$ cat src/rtl/ccalu_pkg.sv
package ccalu_pkg;

    parameter int BYTE_W = 8;
    parameter int WORD_W = 2 * BYTE_W;
    parameter int OP_W   = 5;
    localparam int N_WIDTHS = 2;

    typedef enum logic [OP_W-1:0] {
        OP_ADD = 5'd0,  OP_ADC = 5'd1,  OP_SUB = 5'd2,  OP_SBC = 5'd3,
        OP_NEG = 5'd4,  OP_CMP = 5'd5,  OP_AND = 5'd6,  OP_OR  = 5'd7,
        OP_XOR = 5'd8,  OP_COM = 5'd9,  OP_CLR = 5'd10, OP_INC = 5'd11,
        OP_DEC = 5'd12, OP_TST = 5'd13, OP_BIT = 5'd14, OP_LSR = 5'd15,
        OP_ASR = 5'd16, OP_ASL = 5'd17, OP_ROL = 5'd18, OP_ROR = 5'd19
    } alu_op_e;

    typedef enum logic [1:0] {
        CLS_ARITH, CLS_LOGIC, CLS_SHIFT, CLS_NONE
    } op_class_e;

    typedef struct packed {
        logic h;
        logic n;
        logic z;
        logic v;
        logic c;
    } ccr_t;

    typedef struct packed {
        logic [WORD_W-1:0] res;
        logic              c;
        logic              v;
        logic              h;
    } unit_res_t;

    function automatic logic [WORD_W-1:0] width_mask(input logic wide);
        return wide ? {WORD_W{1'b1}} : WORD_W'({BYTE_W{1'b1}});
    endfunction

    function automatic op_class_e op_class(input alu_op_e op);
        case (op)
            OP_ADD, OP_ADC, OP_SUB, OP_SBC, OP_NEG, OP_CMP,
            OP_INC, OP_DEC:                          return CLS_ARITH;
            OP_AND, OP_OR, OP_XOR, OP_COM, OP_CLR,
            OP_TST, OP_BIT:                          return CLS_LOGIC;
            OP_LSR, OP_ASR, OP_ASL, OP_ROL, OP_ROR:  return CLS_SHIFT;
            default:                                 return CLS_NONE;
        endcase
    endfunction

    function automatic logic writes_back(input alu_op_e op);
        case (op_class(op))
            CLS_NONE: return 1'b0;
            default:  return !(op == OP_CMP || op == OP_TST || op == OP_BIT);
        endcase
    endfunction

    function automatic ccr_t flag_enables(input alu_op_e op, input logic wide);
        ccr_t e;
        e = '0;
        case (op_class(op))
            CLS_ARITH: begin
                e.n = 1'b1;
                e.z = 1'b1;
                e.v = 1'b1;
                e.c = !(op == OP_INC || op == OP_DEC);
                e.h = (op == OP_ADD || op == OP_ADC) && !wide;
            end
            CLS_LOGIC: begin
                e.n = 1'b1;
                e.z = 1'b1;
                e.v = 1'b1;
                e.c = (op == OP_COM || op == OP_CLR || op == OP_TST);
            end
            CLS_SHIFT: begin
                e.n = 1'b1;
                e.z = 1'b1;
                e.v = 1'b1;
                e.c = 1'b1;
            end
            default: e = '0;
        endcase
        return e;
    endfunction

endpackage

$ cat src/rtl/ccalu_adder.sv
module ccalu_adder #(
    parameter int W = 8
) (
    input  logic [W-1:0] x,
    input  logic [W-1:0] y,
    input  logic         ci,
    output logic [W-1:0] sum,
    output logic         cout,
    output logic         cmsb,
    output logic         c4
);
    logic [W:0] full;

    always_comb begin
        full = {1'b0, x} + {1'b0, y} + {{W{1'b0}}, ci};
    end

    assign sum  = full[W-1:0];
    assign cout = full[W];
    // carry into a bit position recovered from sum and operand bits there
    assign cmsb = full[W-1] ^ x[W-1] ^ y[W-1];
    assign c4   = full[4] ^ x[4] ^ y[4];

endmodule

$ cat src/rtl/ccalu_addsub.sv
module ccalu_addsub
    import ccalu_pkg::*;
(
    input  alu_op_e           op,
    input  logic              wide,
    input  logic [WORD_W-1:0] a,
    input  logic [WORD_W-1:0] b,
    input  logic              cin,
    output unit_res_t         out
);
    logic [WORD_W-1:0] x, y;
    logic              ci, is_sub;

    logic [WORD_W-1:0] sum_g [N_WIDTHS];
    logic              co_g  [N_WIDTHS];
    logic              cm_g  [N_WIDTHS];
    logic              c4_g  [N_WIDTHS];

    always_comb begin
        x      = a;
        y      = b;
        ci     = 1'b0;
        is_sub = 1'b0;
        case (op)
            OP_ADC: ci = cin;
            OP_SUB, OP_CMP: begin
                y = ~b;  ci = 1'b1;  is_sub = 1'b1;
            end
            OP_SBC: begin
                y = ~b;  ci = ~cin;  is_sub = 1'b1;
            end
            OP_NEG: begin
                x = '0;  y = ~a;  ci = 1'b1;  is_sub = 1'b1;
            end
            OP_INC: begin
                y = '0;  ci = 1'b1;
            end
            OP_DEC: begin
                y = '1;  ci = 1'b0;
            end
            default: ;
        endcase
    end

    for (genvar g = 0; g < N_WIDTHS; g++) begin : g_width
        localparam int W = (g == 0) ? BYTE_W : WORD_W;
        logic [W-1:0] s;
        ccalu_adder #(.W(W)) u_add (
            .x    (x[W-1:0]),
            .y    (y[W-1:0]),
            .ci   (ci),
            .sum  (s),
            .cout (co_g[g]),
            .cmsb (cm_g[g]),
            .c4   (c4_g[g])
        );
        assign sum_g[g] = WORD_W'(s);
    end

    always_comb begin
        out.res = sum_g[wide];
        out.c   = co_g[wide] ^ is_sub;
        out.v   = co_g[wide] ^ cm_g[wide];
        out.h   = c4_g[wide] & ~wide;
    end

    // subtracting a value from itself never borrows and gives zero
    always_comb begin
        if ((op == OP_SUB || op == OP_CMP) && a == b) begin
            assert_self_sub_R4: assert (out.res == '0 && !out.c)
                else $error("self-subtract gave nonzero or borrow");
        end
    end

endmodule

$ cat src/rtl/ccalu_bitwise.sv
module ccalu_bitwise
    import ccalu_pkg::*;
(
    input  alu_op_e           op,
    input  logic              wide,
    input  logic [WORD_W-1:0] a,
    input  logic [WORD_W-1:0] b,
    output unit_res_t         out
);
    logic [WORD_W-1:0] raw;

    always_comb begin
        case (op)
            OP_AND, OP_BIT: raw = a & b;
            OP_OR:          raw = a | b;
            OP_XOR:         raw = a ^ b;
            OP_COM:         raw = ~a;
            OP_CLR:         raw = '0;
            default:        raw = a;
        endcase
        out.res = raw & width_mask(wide);
        out.c   = (op == OP_COM);
        out.v   = 1'b0;
        out.h   = 1'b0;
    end

endmodule

$ cat src/rtl/ccalu_shifter.sv
module ccalu_shifter
    import ccalu_pkg::*;
(
    input  alu_op_e           op,
    input  logic              wide,
    input  logic [WORD_W-1:0] a,
    input  logic              cin,
    output unit_res_t         out
);
    localparam int IDX_W = $clog2(WORD_W);

    logic [WORD_W-1:0] am, top_bit, raw;
    logic [IDX_W-1:0]  msb;
    logic              lsb_out, msb_out;

    always_comb begin
        msb     = wide ? IDX_W'(WORD_W - 1) : IDX_W'(BYTE_W - 1);
        am      = a & width_mask(wide);
        top_bit = WORD_W'(1) << msb;
        lsb_out = am[0];
        msb_out = am[msb];
        case (op)
            OP_LSR: raw = am >> 1;
            OP_ASR: raw = (am >> 1) | (msb_out ? top_bit : '0);
            OP_ASL: raw = am << 1;
            OP_ROL: raw = (am << 1) | WORD_W'(cin);
            OP_ROR: raw = (am >> 1) | (cin ? top_bit : '0);
            default: raw = am;
        endcase
        out.res = raw & width_mask(wide);
        out.c   = (op == OP_ASL || op == OP_ROL) ? msb_out : lsb_out;
        out.v   = out.res[msb] ^ out.c;
        out.h   = 1'b0;
    end

    // a rotate neither creates nor loses a one across {value, carry}
    always_comb begin
        if (op == OP_ROL || op == OP_ROR) begin
            assert_rot_conserve_R11: assert
                ($countones({out.res, out.c}) == $countones({am, cin}))
                else $error("rotate changed the number of set bits");
        end
    end

endmodule

$ cat src/rtl/ccalu_core.sv
module ccalu_core
    import ccalu_pkg::*;
(
    input  logic [4:0]  op_i,
    input  logic        wide_i,
    input  logic [15:0] opa_i,
    input  logic [15:0] opb_i,
    input  logic        cin_i,
    output logic [15:0] res_o,
    output logic        wb_o,
    output logic [4:0]  flag_o,
    output logic [4:0]  flag_en_o
);
    alu_op_e   op;
    op_class_e cls;
    unit_res_t u_arith, u_logic, u_shift, sel;
    logic [WORD_W-1:0] res_m;
    ccr_t flags, enables;

    assign op  = alu_op_e'(op_i);
    assign cls = op_class(op);

    ccalu_addsub u_addsub (
        .op   (op),
        .wide (wide_i),
        .a    (opa_i),
        .b    (opb_i),
        .cin  (cin_i),
        .out  (u_arith)
    );

    ccalu_bitwise u_bitwise (
        .op   (op),
        .wide (wide_i),
        .a    (opa_i),
        .b    (opb_i),
        .out  (u_logic)
    );

    ccalu_shifter u_shifter (
        .op   (op),
        .wide (wide_i),
        .a    (opa_i),
        .cin  (cin_i),
        .out  (u_shift)
    );

    always_comb begin
        case (cls)
            CLS_ARITH: sel = u_arith;
            CLS_SHIFT: sel = u_shift;
            default:   sel = u_logic;
        endcase
        res_m   = sel.res & width_mask(wide_i);
        flags.h = sel.h;
        flags.n = wide_i ? res_m[WORD_W-1] : res_m[BYTE_W-1];
        flags.z = (res_m == '0);
        flags.v = sel.v;
        flags.c = sel.c;
        enables = flag_enables(op, wide_i);
    end

    assign res_o     = res_m;
    assign flag_o    = flags;
    assign flag_en_o = enables;
    assign wb_o      = writes_back(op);

    always_comb begin
        if (!wide_i) begin
            assert_narrow_upper_R1: assert (res_o[15:8] == 8'h00)
                else $error("byte-mode result has upper bits set");
        end
        if (op == OP_CLR) begin
            assert_clear_flags_R8: assert (res_o == '0 && flag_o[3:0] == 4'b0100
                                           && flag_en_o[3:0] == 4'b1111)
                else $error("clear produced wrong flags");
        end
        if (op == OP_AND || op == OP_OR || op == OP_XOR || op == OP_BIT) begin
            assert_logic_vc_R6: assert (!flag_o[1] && flag_en_o[1] && !flag_en_o[0])
                else $error("logic op touched C or left V set");
        end
        if (op == OP_INC || op == OP_DEC) begin
            assert_keep_carry_R9: assert (!flag_en_o[0])
                else $error("increment/decrement enabled C");
        end
        if (op == OP_CMP || op == OP_TST || op == OP_BIT) begin
            assert_no_writeback_R5: assert (!wb_o)
                else $error("flag-only op requested write-back");
        end
    end

endmodule

$ cat config.mk
export PLATFORM = sky130hd
export DESIGN_NAME = ccalu_core
export DESIGN_NICKNAME = d
export VERILOG_FILES = /design/src/rtl/ccalu_pkg.sv /design/src/rtl/ccalu_adder.sv /design/src/rtl/ccalu_addsub.sv /design/src/rtl/ccalu_bitwise.sv /design/src/rtl/ccalu_shifter.sv /design/src/rtl/ccalu_core.sv
export SDC_FILE = /design/constraint.sdc
export NUM_CORES = 1
export LEC_CHECK = 0
export ABC_AREA = 1
export ABC_CLOCK_PERIOD_IN_PS = 12900
export BUFFER_PORTS_ARGS = -buffer_cell sky130_fd_sc_hd__buf_2
export CAP_MARGIN = 20
export CORE_MARGIN = 3
export CORE_UTILIZATION = 30
export DETAILED_ROUTE_END_ITERATION = 16
export GPL_TIMING_DRIVEN = 0
export RECOVER_POWER = 100
export SYNTH_ARGS = -nofsm -noshare
export SYNTH_HDL_FRONTEND = slang
export SYNTH_SLANG_ARGS = --single-unit
$ cat constraint.sdc
create_clock -name vclk -period 12.9
set_clock_uncertainty 0.1 [all_clocks]
set_input_delay 2.58 -clock vclk [all_inputs]
set_output_delay 2.58 -clock vclk [all_outputs]
set_load 0.01 [all_outputs]
==> flow_summary.ini <==
[detailed_routing]
top_layer_used = met4
dr_wl_met3_um = 1380
dr_wl_met2_um = 6850
wl_met1_um = 7260
vias = 5169
via_per_inst = 5.20
antenna_left = 0
route.detailed.drc = 0
wl_um = 15800
wire_per_inst_um = 15.9
drtPass1Iterations = 6
drtIter0Drc = 664

[global_routing]
grt_pass1_vias = 4731
grt.overflow.total = 0
track_usage = 0.211
grt_max_degree = 11
grt_antenna_before_repair = 0
grt_pass1_wl_um = 25000

[sta]
finalCritPeriodShare = 0.788
worstMarginPinSlew_ns = 1.03
rsz0062_at_grt = false
fmax_ghz = 0.0984
report.final.slew_viol_count = 0
final-hold-violation-count = 0
hold_ws_ns = 5.52
period_minus_slack_ns = 10.16
finalSetupViolCount = 0
tns_ns = 0
slew_headroom = 0.312

[synthesis]
netlist_instances = 757
synth_area_per_cell_um2 = 5.27
syn_area_um2 = 3990
synth-seq-area-share = 0
yosys_warnings = 0
synth_nets = 849
yosys.area.top_type = nand2_1
synth_area_leaders = nand2_1, ha_1, nand3_1
yosysUniqueCellTypes = 44
synth_top_area_frac = 0.241

[placed_design]
gp_congestion = 0.972
place_inst = 994
port_buffers = 65
hpwl_um = 12700

[layout]
post-route-util = 0.350
antenna_cells = 0
layoutNonFillerInstCount = 994
num-clock-buffers = 0
fin_nets = 916
layout_common_cells = nand2_1, inv_1, nand3_1
seq_cell_count = 0
layout_commonest_cell = nand2_1
layout-drive-gt1-share = 0.120
fill_cells = 1516
regArea_um2 = 0
area_delta_synth_final_pct = 12.4

[power]
p_leak_uw = 0.00257
powerDensity_nw_per_um2 = 45.7
power_uw = 205
ir_drop_uv = 10.1

[floorplanning]
start_util = 0.311
core_um2 = 12800
ios = 66
die-height_um = 121
core.rowCount = 41
dieArea_um2 = 14700
die_width_um = 121

[job]
maxCapViolCount = 0

[critical_path]
cp.required_ns = 10.22
worstPathArrival_ns = 7.48
path_class = input port to output pin
path_max_fanout = 10
cp-start-kind = input port
endpoint_kind = output pin

[worst_hold_path]
hold_class = input port to output pin

[clock_tree]
post-cts-setup-buffers = 0
cts_resized = 0
cts_hold_buf = 0

[outcome]
status = finished clean
-- final timing paths --
check	from	to	slack, ns	cells past startpoint
setup / recovery	op_i[0]	flag_o[2]	2.74	26
hold / removal	op_i[2]	flag_en_o[4]	5.52	5
-- power by group --
group | internal (uW) | switching, uW | total [uW]
Clock | 0 | 0 | 0
Sequential | 0 | 0 | 0
Combinational | 68.0 | 137 | 205
Total | 68.0 | 137 | 205
-- Yosys cell counts (all sizes together) --
cell type,count
a22oi,13
fa,2
buf,19
a21o,1
a211oi,1
clkbuf,3
nand3,94
o21ai,37
a21oi,25
nand2,264
inv,116
xor2,4
or2,2
xnor2,1
and2,2
a221oi,1
o2111ai,1
o221ai,2
nand4,17
o211ai,13
nor3,5
o21bai,2
nor2,75
o21a,1
nand3b,5
ha,51
-- cell families (layout without fill, tap and decap cells) --
logic type,count (synthesis),count (layout),share of synthesized area
AO/OA/AOI/OAI,97,97,0.147
XOR/XNOR,5,5,0.0110
adder cells (fa/ha/maj),53,53,0.170
buffers and inverters,138,203,0.143
AND/OR/NAND/NOR,464,464,0.530
-- per-stage QoR --
stage	setup WS [ns]	area, um^2
detailed placement	3.23	4530
finish	2.74	4490
global route	2.47	4490
floorplan	4.52	3990
CTS	3.23	4530
global placement	3.26	4530
-- layer usage --
layer | track usage | vias to the layer above
met5 | 0 | -
met4 | 0.0357 | 0
met3 | 0.0135 | 24
met2 | 0.343 | 252
met1 | 0.309 | 2297
li1 | - | 2596
-- critical path: stages --
cell      delay, ns
clkbuf_1       0.12
inv_1          0.08
ha_1           0.23
nand2_1        0.14
inv_1          0.08
nand2_1        0.32
nand2_1        0.13
nor2_1         0.63
clkbuf_1       0.55
nand2_1        0.11
nand3_1        0.12
fa_1           0.33
inv_1          0.09
fa_1           0.40
inv_1          0.13
nand3_1        0.09
nand3_1        0.15
nand2_1        0.08
nand2_1        0.11
nand2_1        0.06
nand3_1        0.08
nand3_1        0.19
nor3_2         0.23
nand4_1        0.16
nor2_1         0.13
clkbuf_1       0.16
-- final cells by class --
cell class / instances / area [um^2] / area share
plain buffers: 22 / 130 / 0.0290
inverters: 116 / 438 / 0.0976
repair buffers: 65 / 304 / 0.0678
multi-input cells: 619 / 3400 / 0.758
well taps: 172 / 215 / 0.0480
Note: power is estimated with default switching activity, not from simulation.
